===== src/rtl/kscan_pkg.sv =====
package kscan_pkg;

    typedef enum logic [2:0] {
        ST_IDLE,
        ST_SCAN_A,
        ST_SCAN_B,
        ST_CMP,
        ST_HOLD
    } kscan_state_e;

    localparam logic [1:0] SAVE_ONE = 2'b01;
    localparam logic [1:0] SAVE_TWO = 2'b10;

    // Whether drive line idx takes part in scanning for the given selects.
    function automatic logic line_in_use(input int idx, input int lines,
                                         input logic [1:0] ksel,
                                         input logic [1:0] ssel);
        logic cnt_ok;
        logic save_ok;
        if (ksel[1])
            cnt_ok = (idx >= 2);
        else if (ksel[0])
            cnt_ok = (idx >= 1);
        else
            cnt_ok = 1'b1;
        unique case (ssel)
            SAVE_ONE: save_ok = (idx == lines - 1);
            SAVE_TWO: save_ok = (idx >= lines - 2);
            default:  save_ok = 1'b1;
        endcase
        return cnt_ok & save_ok;
    endfunction

endpackage


===== src/rtl/kscan_line_cfg.sv =====
module kscan_line_cfg #(
    parameter int DRV_LINES = 6
) (
    input  logic [1:0]           key_sel,
    input  logic [1:0]           save_sel,
    output logic [DRV_LINES-1:0] line_valid,
    output logic                 save_flag
);
    import kscan_pkg::*;

    for (genvar g = 0; g < DRV_LINES; g++) begin : g_line
        assign line_valid[g] = line_in_use(g, DRV_LINES, key_sel, save_sel);
    end

    assign save_flag = |save_sel;

endmodule


===== src/rtl/kscan_timer.sv =====
module kscan_timer #(
    parameter int DRV_LINES  = 6,
    parameter int LINE_TICKS = 48,
    parameter int LINE_W     = $clog2(DRV_LINES)
) (
    input  logic              clk,
    input  logic              rst_n,
    input  logic              tick,
    input  logic              run,
    output logic [LINE_W-1:0] line_idx,
    output logic              sample,
    output logic              last
);
    localparam int SW = (LINE_TICKS > 1) ? $clog2(LINE_TICKS) : 1;

    logic [SW-1:0]     slot;
    logic [LINE_W-1:0] line;
    logic              slot_end;
    logic              line_end;

    assign slot_end = (slot == SW'(LINE_TICKS - 1));
    assign line_end = (line == LINE_W'(DRV_LINES - 1));
    assign sample   = run & tick & slot_end;
    assign last     = sample & line_end;
    assign line_idx = line;

    always_ff @(posedge clk or negedge rst_n) begin
        if (!rst_n) begin
            slot <= '0;
            line <= '0;
        end else if (!run) begin
            slot <= '0;
            line <= '0;
        end else if (tick) begin
            if (slot_end) begin
                slot <= '0;
                line <= line_end ? '0 : line + 1'b1;
            end else begin
                slot <= slot + 1'b1;
            end
        end
    end

endmodule


===== src/rtl/kscan_capture.sv =====
module kscan_capture #(
    parameter int DRV_LINES = 6,
    parameter int SNS_LINES = 5,
    parameter int LINE_W    = $clog2(DRV_LINES),
    parameter int KEYS      = DRV_LINES * SNS_LINES
) (
    input  logic                 clk,
    input  logic                 rst_n,
    input  logic                 sample,
    input  logic [LINE_W-1:0]    line_idx,
    input  logic [SNS_LINES-1:0] sense,
    input  logic [DRV_LINES-1:0] line_valid,
    input  logic                 save_first,
    output logic [KEYS-1:0]      scan_now,
    output logic [KEYS-1:0]      scan_first
);
    logic [KEYS-1:0] cur;
    logic [KEYS-1:0] first;

    // Current scan image with this cycle's sample merged in.
    always_comb begin
        scan_now = cur;
        for (int i = 0; i < DRV_LINES; i++) begin
            if (sample && line_idx == LINE_W'(i))
                scan_now[i*SNS_LINES +: SNS_LINES] = line_valid[i] ? sense : '0;
        end
    end

    always_ff @(posedge clk or negedge rst_n) begin
        if (!rst_n) begin
            cur   <= '0;
            first <= '0;
        end else begin
            cur <= scan_now;
            if (save_first)
                first <= scan_now;
        end
    end

    assign scan_first = first;

endmodule


===== src/rtl/keymatrix_scanner.sv =====
module keymatrix_scanner #(
    parameter int DRV_LINES  = 6,
    parameter int SNS_LINES  = 5,
    parameter int LINE_TICKS = 48
) (
    input  logic                           clk,
    input  logic                           rst_n,
    input  logic                           tick,
    input  logic [SNS_LINES-1:0]           sense,
    input  logic [1:0]                     key_sel,
    input  logic [1:0]                     save_sel,
    input  logic                           read_done,
    input  logic                           host_cs,
    output logic [DRV_LINES-1:0]           drive,
    output logic [DRV_LINES*SNS_LINES-1:0] keys,
    output logic                           save_flag,
    output logic                           req_n
);
    import kscan_pkg::*;

    localparam int KEYS   = DRV_LINES * SNS_LINES;
    localparam int LINE_W = (DRV_LINES > 1) ? $clog2(DRV_LINES) : 1;

    kscan_state_e          state;
    kscan_state_e          state_nx;
    logic [DRV_LINES-1:0]  line_valid;
    logic [LINE_W-1:0]     line_idx;
    logic                  sample;
    logic                  last;
    logic                  run;
    logic                  save_first;
    logic [KEYS-1:0]       scan_now;
    logic [KEYS-1:0]       scan_first;
    logic                  any_now;
    logic                  pair_match;

    kscan_line_cfg #(.DRV_LINES(DRV_LINES)) u_cfg (
        .key_sel    (key_sel),
        .save_sel   (save_sel),
        .line_valid (line_valid),
        .save_flag  (save_flag)
    );

    kscan_timer #(
        .DRV_LINES  (DRV_LINES),
        .LINE_TICKS (LINE_TICKS),
        .LINE_W     (LINE_W)
    ) u_timer (
        .clk      (clk),
        .rst_n    (rst_n),
        .tick     (tick),
        .run      (run),
        .line_idx (line_idx),
        .sample   (sample),
        .last     (last)
    );

    kscan_capture #(
        .DRV_LINES (DRV_LINES),
        .SNS_LINES (SNS_LINES),
        .LINE_W    (LINE_W),
        .KEYS      (KEYS)
    ) u_cap (
        .clk        (clk),
        .rst_n      (rst_n),
        .sample     (sample),
        .line_idx   (line_idx),
        .sense      (sense),
        .line_valid (line_valid),
        .save_first (save_first),
        .scan_now   (scan_now),
        .scan_first (scan_first)
    );

    assign run        = (state == ST_SCAN_A) || (state == ST_SCAN_B);
    assign save_first = (state == ST_SCAN_A) && last;
    assign any_now    = |scan_now;
    assign pair_match = (scan_now == scan_first);

    // State register
    always_ff @(posedge clk or negedge rst_n) begin
        if (!rst_n)
            state <= ST_IDLE;
        else
            state <= state_nx;
    end

    // Next-state logic
    always_comb begin
        state_nx = state;
        unique case (state)
            ST_IDLE:   if (tick && |sense) state_nx = ST_SCAN_A;
            ST_SCAN_A: if (last) state_nx = ST_SCAN_B;
            ST_SCAN_B: if (last) state_nx = ST_CMP;
            ST_CMP: begin
                if (tick) begin
                    if (pair_match && any_now)
                        state_nx = ST_HOLD;
                    else if (any_now)
                        state_nx = ST_SCAN_A;
                    else
                        state_nx = ST_IDLE;
                end
            end
            ST_HOLD:   if (read_done) state_nx = ST_IDLE;
            default:   state_nx = ST_IDLE;
        endcase
    end

    // Confirmed key vector
    always_ff @(posedge clk or negedge rst_n) begin
        if (!rst_n)
            keys <= '0;
        else if (state == ST_CMP && state_nx == ST_HOLD)
            keys <= scan_now;
    end

    // Outputs
    always_comb begin
        unique case (state)
            ST_SCAN_A, ST_SCAN_B:
                drive = line_valid & (DRV_LINES'(1) << line_idx);
            ST_CMP:
                drive = '0;
            default:
                drive = line_valid;
        endcase
        req_n = (state != ST_HOLD) || host_cs;
    end

endmodule


===== config.mk =====
export PLATFORM = sky130hd
export DESIGN_NAME = keymatrix_scanner
export DESIGN_NICKNAME = d
export VERILOG_FILES = /design/src/rtl/kscan_pkg.sv /design/src/rtl/kscan_line_cfg.sv /design/src/rtl/kscan_timer.sv /design/src/rtl/kscan_capture.sv /design/src/rtl/keymatrix_scanner.sv
export SDC_FILE = /design/constraint.sdc
export NUM_CORES = 1
export LEC_CHECK = 0
export ABC_AREA = 0
export BUFFER_PORTS_ARGS = -buffer_cell sky130_fd_sc_hd__buf_2
export CORE_MARGIN = 2
export CORE_UTILIZATION = 30
export DETAILED_ROUTE_END_ITERATION = 6
export MAX_ROUTING_LAYER = met4
export PLACE_DENSITY = 0.56
export SLEW_MARGIN = 30
export SYNTH_ARGS = -nofsm -noshare
export SYNTH_HDL_FRONTEND = slang
export SYNTH_SLANG_ARGS = --single-unit
export TNS_END_PERCENT = 100

===== constraint.sdc =====
create_clock -name clk -period 4.4 [get_ports clk]
set_input_delay 0.66 -clock clk [delete_from_list [all_inputs] [get_ports clk]]
set_output_delay 0.66 -clock clk [all_outputs]
set_load 0.01 [all_outputs]

Word-level counts from Yosys, hierarchy flattened. Cells that the tools add are included.

$add $sub $neg: 2. $mul: 0. Div/mod/pow operators: 0. Order comparisons: 0. Equality and inequality tests: 17. Shift-type cells: 1. Multiplexer cells: 31. Bitwise gates (word level): 6. Reduce and logical (&&, ||, !) cells: 20.

Operator list (count): $mux W5 (10); $eq A30 B30 Y1 (1); $mux W3 (10); $reduce_or A30 Y1 (1); $mux W6 (3); $pmux W3 S5 (1); $eq A3 B2 Y1 const B (4); $eq A3 B3 Y1 const B (4); $pmux W6 S2 (1); $logic_and A1 B1 Y1 (10); $add A6 B1 Y6 const B (1); $and A6 B6 Y6 (1); $eq A3 B1 Y1 const B (2); $eq A6 B6 Y1 const B (1); $logic_not A3 Y1 (2); $mux W1 (6); $reduce_or A2 Y1 (3); $shl A1 B3 Y6 const A (1); $and A1 B1 Y1 (5); $reduce_or A5 Y1 (1); $ne A2 B2 Y1 const B (2); $add A3 B1 Y3 const B (1); $ne A3 B3 Y1 const B (1); $eq A2 B1 Y1 const B (1); 3 further kinds (4).

Register bits: 102. Latch bits: 0. RAM bits: 0. Bits in read-only memories: 0. Output and inout port bits: 38. Memories kept: 0.

Depth between registers and ports, before layout. Gate-level depths: netlist of the first run.

Depth after elaboration: 13. Gate-level depth with buffers: 13. Depth with buffers taken out: 11.

Cells and area by module. Synthesis of the first run repeated with hierarchy kept, for this count alone.

Cells, all modules: 484. Area, all modules: 4974.8 µm².

Modules (own cells, without submodules): kscan_capture (instances 1, cells an instance 257, area an instance 2431.1 µm², seq. area each 1501.4 µm²); keymatrix_scanner (instances 1, cells an instance 160, area an instance 1966.9 µm², seq. area each 825.8 µm²); kscan_timer (instances 1, cells an instance 55, area an instance 500.5 µm², seq. area each 225.2 µm²); kscan_line_cfg (instances 1, cells an instance 12, area an instance 76.3 µm², seq. area each 0.0 µm²).

Worst setup path before layout of the first run. OpenSTA, ideal clock, no wires.

Kind: input -> register. Start: input tick. End: register keys[16]. Library setup time: 128 ps. Arrival time: 3455 ps. Path slack: 817 ps. Cell stages on the path: 12. Buffers on the path: 3. Cells stage by stage: buf_2 and2_1 clkbuf_1 nand4_2 mux2i_1 inv_2 xnor2_1 o2111ai_1 or4_4 nor4_4 buf_6 mux2_1.

Word-level cells in the longest chain between the ends: 11. Elaborated cells between the ends (all ways): 28. Those cells by class: eq/ne (2); mux (13); bitwise (3); reduce/logical (10).

RTL lines: start, declared (RTL line keymatrix_scanner.sv:8) `input logic tick,`; $and A1 B1 Y1 (*) (2 in series) (RTL line kscan_timer.sv:23) `assign sample = run & tick & slot_end;`; $logic_and A1 B1 Y1 (*) (RTL line kscan_capture.sv:24) `if (sample && line_idx == LINE_W'(i))`; $mux W5 (*) (RTL line kscan_capture.sv:24); net scan_now[23] (RTL line keymatrix_scanner.sv:32) `logic [KEYS-1:0] scan_now;`; $reduce_or A30 Y1 / $eq A30 B30 Y1 (equally long branches) (RTL line keymatrix_scanner.sv:77, keymatrix_scanner.sv:78); $mux W1 / $logic_and A1 B1 Y1 (equally long branches) (RTL line keymatrix_scanner.sv:99, keymatrix_scanner.sv:97); $mux W3 (*) (RTL line keymatrix_scanner.sv:97) `if (pair_match && any_now)`; $mux W3 (*) (RTL line keymatrix_scanner.sv:96) `if (tick) begin`; $pmux W3 S5 (*) (RTL line keymatrix_scanner.sv:91) `unique case (state)`; $eq A3 B3 Y1 (*) (RTL line keymatrix_scanner.sv:114) `else if (state == ST_CMP && state_nx == ST_HOLD)`; $logic_and A1 B1 Y1 (*) (RTL line keymatrix_scanner.sv:114); end signal, assigned (RTL line keymatrix_scanner.sv:115) `keys <= scan_now;`; end, declared (RTL line keymatrix_scanner.sv:15) `output logic [DRV_LINES*SNS_LINES-1:0] keys,`.

Mark *: on every way through the listed nets, which the timed path passes. The rest lies on a longest branch. A chain may end at the register's enable or synchronous reset.

Worst setup path in the final report of the first run.
Start: register u_timer.line[0], in the netlist u_timer.line_idx[0]. End: register keys[27].

Word-level cells in the longest chain between the ends: 10. Elaborated cells between the ends (all ways): 30. Those cells by class: eq/ne (7); mux (12); bitwise (1); reduce/logical (10).

RTL lines: start, declared (RTL line kscan_timer.sv:17) `logic [LINE_W-1:0] line;`; start signal, assigned (RTL line kscan_timer.sv:37) `line <= line_end ? '0 : line + 1'b1;`; $eq A3 B1 Y1, or another cell as far along (RTL line kscan_capture.sv:24); $logic_and A1 B1 Y1 (RTL line kscan_capture.sv:24); $mux W5 (RTL line kscan_capture.sv:24); $reduce_or A30 Y1 / $eq A30 B30 Y1 (equally long branches) (RTL line keymatrix_scanner.sv:77, keymatrix_scanner.sv:78); $mux W1 / $logic_and A1 B1 Y1 (equally long branches) (RTL line keymatrix_scanner.sv:99, keymatrix_scanner.sv:97); $mux W3 (RTL line keymatrix_scanner.sv:97); $mux W3 (RTL line keymatrix_scanner.sv:96); $pmux W3 S5 (RTL line keymatrix_scanner.sv:91); $eq A3 B3 Y1 (RTL line keymatrix_scanner.sv:114); $logic_and A1 B1 Y1 (RTL line keymatrix_scanner.sv:114).

Several ways; a longest one is shown, not always the timed one.

==> reports/results.ini, run 1 <==
[status]
outcome=finished, final reports clean

[setup_path]
reg2reg_from=u_timer.line_idx[0]$_DFFE_PN0P_
cp_max_fo=10
endpoint_kind=flip-flop
slowest_stage=or4_4
worstRegToRegCells=9
critPathRequiredTime_ps=4650
crit_arrival_ps=4100
startpoint_type=flip-flop
r2r_setup_slack_ps=540
path_class=flip-flop to flip-flop
path_cells=buf_4, or4_4, nor4_4, mux2i_1, o2111ai_1, or4_4, nor4_4, buf_4, mux2_1
r2r_end=keys[27]$_DFFE_PN0P_
slowest_delay_ps=580

[clock_tree]
root_buffer=clkbuf_16
cts_tree=built
cts_resized=0
h-tree-depth=3
insertion_delay_ps=360
numClockSinks=102
hold_buffers=0
post-cts-setup-buffers=0
cts.path.max_buffers=2
cts_buffers=9
path_clk_slew_ps=80

[timing]
rsz0062_at_grt=false
setup-tns-final_ps=0
final.period_utilization=0.877
finalSetupViolCount=0
tightestPinTransition_ps=808
drv_slew=0
hold_violations=0
fmaxAchievable_ghz=0.259
clock_skew_ps=12.6
holdWs_ps=326
layout_min_cycle_time_ps=3860
relSlewSlack=0.456

[logic_synthesis]
synth.distinct_cells=62
syn-num-nets=556
synth_top_area_share=0.469
yosysWarnings=0
synth_area_leaders=dfrtp_1 47%, mux2_1 6.0%, o21ai_0 4.0%, mux2i_1 3.9%, mux2_2 3.7%
synth_edf_count=0
ys_ff_latch=102
syn_avg_cell_area_sq_um=10.1
yosysTopAreaCell=dfrtp_1
yosysSeqAreaShare=0.469
synth_flop_cell=dfrtp_1
synthArstFlopShare=1.00
netlist_instances=538
syn-cell-area_sq_um=5440

[floorplanning]
die_area_sq_um=19200
placementRows=49
start_util=0.304
fp.dieH_um=139
io_pins=52
core_sq_um=17900
die_width_um=139

[pwr]
powerDensity_nw_per_um2=320
p_leak_nw=3.09
peakVddDrop_uv=183
total_power_mw=2.04

[detailed_routing]
drc=0
drt_iter0_drc=320
wl_per_cell_um=19.1
detail-route-antenna-nets=0
via_per_inst=5.25
drtPass1Iterations=5
vias=4344
wl_um=15800

[placed_design]
dpl.hpwl_um=11900
gp_congestion=0.968
io_buffers=51
place_area_sq_um=6020
placedCellCount=811

[global_route]
grt_overflow_total=0
antenna_found_initial=1
grt_use_total=0.174
grt_max_degree=76
first_global_vias=4430
grt_pass1_wl_um=25400

[cells_and_area]
drive_gt1_frac=0.201
fin_area_sq_um=6370
fillers=1836
fin_nets=611
antenna_cells=0
area_growth_pct=17.0
final_cell_count_no_fill=827

[worst_hold_path]
hold_class=input pin to asynchronous set/reset pin

[run]
cap_violations=0

==> kinds of logic (layout without fill, tap and decap cells) <==
logic type      after synthesis  in the layout  share of synthesized area
simple gates                163            163                      0.167
compound gates              108            108                      0.125
flops                       102            102                      0.469
buf+inv                      71            131                     0.0545
mux                          68             68                      0.136
xor+xnor                     18             18                     0.0317
fa+ha+maj                     8              8                     0.0166
==> layout make-up <==
cell class | instances | area (sq um) | share of cell area
Clock buffer | 10 | 239 | 0.0375
Sequential cell | 102 | 2550 | 0.401
Timing Repair Buffer | 71 | 424 | 0.0666
Inverter | 44 | 165 | 0.0259
Clock inverter | 6 | 101 | 0.0159
Tap cell | 229 | 287 | 0.0450
Multi-Input combinational cell | 365 | 2600 | 0.408
==> how the worst max path moves through the flow <==
stage	from	to	slack, ps
CTS	u_timer.line_idx[2]$_DFFE_PN0P_	keys[27]$_DFFE_PN0P_	570
detailed placement	save_sel[0]	keys[27]$_DFFE_PN0P_	200
global route	u_timer.line_idx[2]$_DFFE_PN0P_	keys[27]$_DFFE_PN0P_	330
global placement	save_sel[0]	keys[23]$_DFFE_PN0P_	250
finish	u_timer.line_idx[0]$_DFFE_PN0P_	keys[27]$_DFFE_PN0P_	540
floorplan	tick	keys[16]$_DFFE_PN0P_	820
==> through the flow <==
| step | worst slack [ps] | util |
|---|---|---|
| 2_1_floorplan | 817 | - |
| 3_3_place_gp | 252 | 0.336 |
| 3_5_place_dp | 201 | 0.336 |
| 4_1_cts | 575 | 0.355 |
| 5_1_grt | 333 | 0.356 |
| 6_report | 541 | 0.356 |
==> placed cells by master, fill, tap and decap left out, types with 5 or more instances in the layout <==
master     count
buf_4         19
xor2_1         6
nor3_1         6
o21ai_0       43
inv_1         42
mux2_2        18
xnor2_1       10
nand4_1       10
nor2_1        32
dfrtp_1      102
nand2_1       46
mux2i_1       21
a211oi_1       5
a21oi_1       15
o22ai_1        7
buf_2         50
mux2_1        29
nor4_1         9
nand2b_1      14
nor2b_1        9
or4_1          5
nand3_1        8
clkbuf_16      9
a31oi_1        5
==> state kept, by name (all words and copies together) (netlist names) <==
name and flops:
keys 30, state 3, u_cap.cur 30, u_cap.scan_first 30, u_timer.line_idx 3, u_timer.slot 6
==> critical path: cells and delay by family (launching register included) <==
family	cells	cell delay [ps]
mux	2	770
simple gates	4	1960
compound gates	1	150
flops	1	410
buf+inv	2	440
==> cells in the mapped netlist (2+ instances only) <==
cell type and count:
a21oi_1 15, o22ai_1 7, nor3_1 6, o21ai_0 43, buf_2 3, clkbuf_1 18
or4_1 5, buf_6 3, o221ai_1 2, a31oi_1 5, mux2_1 29, inv_1 42
mux2i_1 21, nand4_1 10, o211ai_1 4, ha_1 4, buf_1 2, mux2_2 18
o41ai_1 2, a211oi_1 5, nand2b_1 14, or4_4 2, and2_1 3, xor2_1 6
a21boi_0 2, nor2_1 32, o2111ai_1 2, dfrtp_1 102, nand3b_1 4, o31ai_1 3
nor4_4 3, maj3_1 4, xnor2_1 10, a22oi_1 4, a2111oi_0 3, nor4b_1 3
nand2_1 46, nor4_1 9, nand3_1 8, o32ai_1 2, or3b_2 2, o2bb2ai_1 2
nor2b_1 9
==> report_power, final <==
group	internal (mW)	leakage, nW	switching (mW)
clock	0.523	0.162	0.384
sequential	0.956	1.39	0.0286
combinational	0.0496	1.55	0.0976
total	1.53	3.09	0.510
==> per-layer routing <==
layer / routed length [um] / track usage / vias up
li1: - / - / 2024
met1: 7210 / 0.232 / 2161
met2: 7270 / 0.263 / 126
met3: 836 / 0.0394 / 33
met4: 505 / 0.0627 / 0
met5: 0 / - / -
Note: power is estimated with default switching activity, not from simulation.
==> run 2: changes to the inputs <==
--- a/config.mk
+++ b/config.mk
@@ -8,9 +8,10 @@
 export ABC_AREA = 0
 export BUFFER_PORTS_ARGS = -buffer_cell sky130_fd_sc_hd__buf_2
+export CELL_PAD_IN_SITES_DETAIL_PLACEMENT = 1
+export CELL_PAD_IN_SITES_GLOBAL_PLACEMENT = 2
 export CORE_MARGIN = 2
 export CORE_UTILIZATION = 30
 export DETAILED_ROUTE_END_ITERATION = 6
-export MAX_ROUTING_LAYER = met4
-export PLACE_DENSITY = 0.56
+export PLACE_DENSITY = 0.75
 export SLEW_MARGIN = 30
 export SYNTH_ARGS = -nofsm -noshare
==> constraint.sdc (replaced) <==
create_clock -name clk -period 4.4 [get_ports clk]
set_input_delay 0.22 -clock clk [delete_from_list [all_inputs] [get_ports clk]]
set_output_delay 0.22 -clock clk [all_outputs]
set_load 0.01 [all_outputs]
==> run 2 against run 1 <==
Against the previous run:
- sequential share of layout area is 0.45 points higher
- via count is 1.1% lower
- clock skew is 3.3 ps lower
- worst hold slack worse by 150 ps
- combinational power is 8% higher
- non-clock buffer count is 5 lower
- cell area is 1.1% lower
- sequential cell count stayed put
- clock power is 7.5% lower
- sequential power is 0.5% lower
- final cell count is 0.60% lower
==> reports/results.ini, run 2 (synthesis gave the netlist of run 1 again) <==
[status]
outcome=finished, final reports clean

[timing]
finalSetupViolCount=0
setup-tns-final_ps=0
hold_violations=0
drv_slew=0
fmaxAchievable_ghz=0.247
relSlewSlack=0.541
clock_skew_ps=9.34
layout_min_cycle_time_ps=4050
rsz0062_at_grt=false
tightestPinTransition_ps=682
final.period_utilization=0.920

[setup_path]
endpoint_kind=flip-flop
reg2reg_from=u_timer.line_idx[0]$_DFFE_PN0P_
path_class=flip-flop to flip-flop
crit_arrival_ps=4280
crit_start=u_timer.line_idx[0]$_DFFE_PN0P_
cp_max_fo=16
startpoint_type=flip-flop
critPathRequiredTime_ps=4630

[pwr]
p_leak_nw=3.06
power_frac_seq=0.496
powerDensity_nw_per_um2=314
p_sw_frac=0.252
combPwrFrac=0.080
intPower_mw=1.48
total_power_mw=1.98
peakVddDrop_uv=137
power.share.clock=0.424
p_sw_uw=498

[detailed_routing]
wl_um=16700
drtPass1Iterations=4
detail-route-antenna-nets=0
wl_per_cell_um=20.3
drc=0
via_per_inst=5.23
vias=4297
drt_iter0_drc=184

[cells_and_area]
final_cell_count_no_fill=822
antenna_cells=0
area_growth_pct=15.7
fin_area_sq_um=6290
final_common_cell=dfrtp_1
fin_nets=606
drive_gt1_frac=0.194
final_cell_mix=102 x dfrtp_1, 50 x buf_2, 46 x nand2_1, 43 x o21ai_0, 42 x inv_1

[global_route]
grt_use_total=0.180
antenna_found_initial=0
grt_max_degree=68
first_global_vias=4567
grt_pass1_wl_um=26800
grt_overflow_total=0

[floorplanning]
die_width_um=139
die_area_sq_um=19200
core_sq_um=17900
placementRows=49
io_pins=52
fp.dieH_um=139
start_util=0.304

[placed_design]
gp_congestion=0.869
place_area_sq_um=5960
dpl.hpwl_um=12500
io_buffers=51
placedCellCount=805

[clock_tree]
cts.path.max_buffers=2
path_clk_slew_ps=70
cts_buffers=9
root_buffer=clkbuf_16
numClockSinks=102
insertion_delay_ps=360
h-tree-depth=3
cts_tree=built

[worst_hold_path]
hold_class=input pin to flip-flop
hold_start=read_done

[run]
cap_violations=0

## run 2: per-stage QoR
| stage | utilization | worst slack [ps] | hold WS, ps |
|---|---|---|---|
| finish | 0.352 | 351 | 174 |
| global route | 0.352 | 163 | 185 |
| CTS | 0.350 | 42.0 | 23.5 |
| detailed placement | 0.333 | 49.2 | 415 |
| global placement | 0.333 | 85.8 | 398 |
| floorplan | - | 940 | -75.6 |
## run 2: critical path, stage by stage, from the launching register on
cell and delay, ps:
dfrtp_1 600, nor4b_2 560, nand4_1 480, mux2_2 470
nand2_1 100, o221ai_1 180, or4_4 550, nor4_4 280
buf_4 320, mux2_1 370
## run 2: power by group through the flow
stage | Combinational [mW] | Sequential (mW) | Clock (mW)
6_report | 0.159 | 0.980 | 0.839
4_1_cts | 0.162 | 0.980 | 0.866
2_1_floorplan | 0.0930 | 0.992 | 0
5_1_grt | 0.180 | 0.984 | 0.905
3_5_place_dp | 0.161 | 0.999 | 0
3_3_place_gp | 0.155 | 0.996 | 0
## run 2: worst paths after layout
| path | endpoint | slack, ps | cells past startpoint |
|---|---|---|---|
| min in group asynchronous | keys[16]$_DFFE_PN0P_ | 430 | 2 |
| worst min-delay path | state[2]$_DFF_PN0_ | 170 | 3 |
| worst max register to register | keys[20]$_DFFE_PN0P_ | 350 | 9 |
| worst min register to register | keys[17]$_DFFE_PN0P_ | 480 | 1 |
| worst max-delay path | keys[20]$_DFFE_PN0P_ | 350 | 9 |
| max in group asynchronous | u_cap.scan_first[11]$_DFFE_PN0P_ | 3060 | 3 |
## run 2: repair_timing
item                       CTS  global route
gates resized for setup      0             2
hold endpoints to repair     0            66
hold buffers                 0             1
buffers inserted             0             0
setup endpoints to repair    0            30
## run 2: area by class of cell
cell class                 count  area (sq um)
fill                        2046         11600
multi-input combinational    365          2600
sequential                   102          2550
timing repair buffer          66           377
tap                          229           287
clock buffer                  11           253
inverter                      44           165
clock inverter                 5          57.6
## run 2: layer usage
layer  wire length (um)  vias up  part of all wire  global-route usage
met5                  0        -                 0                   0
met4                541        0             0.032              0.0851
met3                613       35             0.037              0.0328
met2               7660       86              0.46               0.277
met1               7880     2161              0.47               0.246
li1                   -     2015                 -                   -
==> run 3: changes to the inputs <==
- REMOVE_ABC_BUFFERS: unset -> 1
==> run 3 against run 2 <==
Against the previous run:
- sequential power up 0.5%
- utilization is essentially flat
- critical path depth rose by 2
- fmax shrank 2.8%
- die area did not move
- largest cell class unchanged
- global-route usage increased by 0.055 points
- first-iteration DRC count increased by 62%
- non-clock buffer count is 4 higher
- via count grew 0.74%
- sequential share of layout area hardly changed
- clock power down 8.0%
==> reports/results.ini, run 3 (synthesis gave the netlist of run 1 again) <==
[timing]
relSlewSlack=0.517
drv_slew=0
final.period_utilization=0.947
fin_ws_ps=233
setup-tns-final_ps=0
holdWs_ps=209
clock_skew_ps=6.97
layout_min_cycle_time_ps=4170
hold_violations=0
fmaxAchievable_ghz=0.240
rsz0062_at_grt=false
tightestPinTransition_ps=724
finalSetupViolCount=0

[clock_tree]
cts.path.max_buffers=2
numClockSinks=102
path_clk_slew_ps=70
post-cts-setup-buffers=0
cts_tree=built
root_buffer=clkbuf_16
insertion_delay_ps=360
h-tree-depth=3
cts_buffers=9

[global_route]
grt_pass1_wl_um=26800
first_global_vias=4499
grt_use_total=0.180
grt_overflow_total=0
grt_max_degree=56
antenna_found_initial=0

[worst_hold_path]
hold_class=input pin to flip-flop

[detailed_routing]
vias=4329
drc=0
wl_um=16900
wl_per_cell_um=20.5
drt_iter0_drc=298
drtPass1Iterations=5
via_per_inst=5.25
detail-route-antenna-nets=0

[placed_design]
place_area_sq_um=6010
dpl.hpwl_um=12700
io_buffers=51
pre_cts_ws_ps=99.5
gp_congestion=0.953

[cells_and_area]
area_growth_pct=15.8
fillers=2054
antenna_cells=0
fin_nets=610
drive_gt1_frac=0.196
final_common_cell=dfrtp_1
final_cell_mix=102 x dfrtp_1, 50 x buf_2, 46 x nand2_1, 43 x o21ai_0, 42 x inv_1
fin_area_sq_um=6300

[pwr]
powerDensity_nw_per_um2=304
p_leak_nw=3.06
peakVddDrop_uv=188

[setup_path]
path_cells=nor4b_1, nand4_2, buf_4, mux2i_1, inv_2, xnor2_1, o2111ai_1, or4_4, nor4_4, buf_4, mux2_1
endpoint_kind=flip-flop
slowest_delay_ps=590
critPathBufInv=3
slowest_stage=or4_4
startpoint_type=flip-flop
cp_common_cell=buf_4
critPathRequiredTime_ps=4640
critical-path-top-delay-family=simple AND/OR/NAND/NOR gates
cp_max_fo=13
crit_arrival_ps=4410
path_class=flip-flop to flip-flop

[floorplanning]
core_sq_um=17900
die_area_sq_um=19200
placementRows=49
die_width_um=139
fp.dieH_um=139
io_pins=52
start_util=0.304

[run]
cap_violations=0

[status]
outcome=finished, final reports clean

## run 3: cell count changes in the layout (fill, tap and decap cells not counted), sizes merged
cell	change
buf	+4
bufinv	-1
clkbuf	+1
clkinv	-3
clkinvlp	+2
## run 3: worst min-delay path, cell delays in order
cell	delay [ps]
buf_2	80
nor2_1	50
o22a_1	180
## run 3: final cells by class
class,instances,area [sq um],area share
Multi-Input combinational cell,365,2600,0.413
Sequential cell,102,2550,0.405
Timing Repair Buffer,70,415,0.0659
Tap cell,229,287,0.0455
Clock buffer,12,256,0.0407
Inverter,44,165,0.0262
Clock inverter,3,20.0,0.00318
## run 3: worst paths after layout
path / start / to / slack [ps] / depth (start not counted)
setup / recovery: u_timer.line_idx[0]$_DFFE_PN0P_ / keys[26]$_DFFE_PN0P_ / 230 / 11
hold / removal: read_done / state[2]$_DFF_PN0_ / 210 / 3
max in group asynchronous: rst_n / keys[24]$_DFFE_PN0P_ / 2780 / 3
setup reg to reg: u_timer.line_idx[0]$_DFFE_PN0P_ / keys[26]$_DFFE_PN0P_ / 230 / 11
hold reg to reg: keys[28]$_DFFE_PN0P_ / keys[28]$_DFFE_PN0P_ / 480 / 1
min in group asynchronous: rst_n / keys[4]$_DFFE_PN0P_ / 470 / 2
## run 3: through the flow
stage	utilization	power, mW	cells
floorplan	-	1.08	511
global placement	0.336	1.16	809
detailed placement	0.336	1.16	809
CTS	0.352	1.94	825
global route	0.352	1.99	825
finish	0.352	1.92	825
## run 3: metal layers
layer	up-vias	track usage	routed length, um
met5	-	0	0
li1	2016	-	-
met4	0	0.0643	314
met1	2208	0.255	8180
met2	89	0.286	7810
met3	16	0.0218	591
## run 3: what timing repair did
item                                    4_1_cts  5_1_grt
endpoints found under the setup margin        0       30
hold buffers                                  1        0
endpoints found under the hold margin        54        0
resized for setup                             0        1
## run 3: power by group
| part | switching [mW] | internal [mW] |
|---|---|---|
| registers | 0.0287 | 0.956 |
| logic | 0.105 | 0.0540 |
| clock network | 0.361 | 0.411 |
| total | 0.495 | 1.42 |
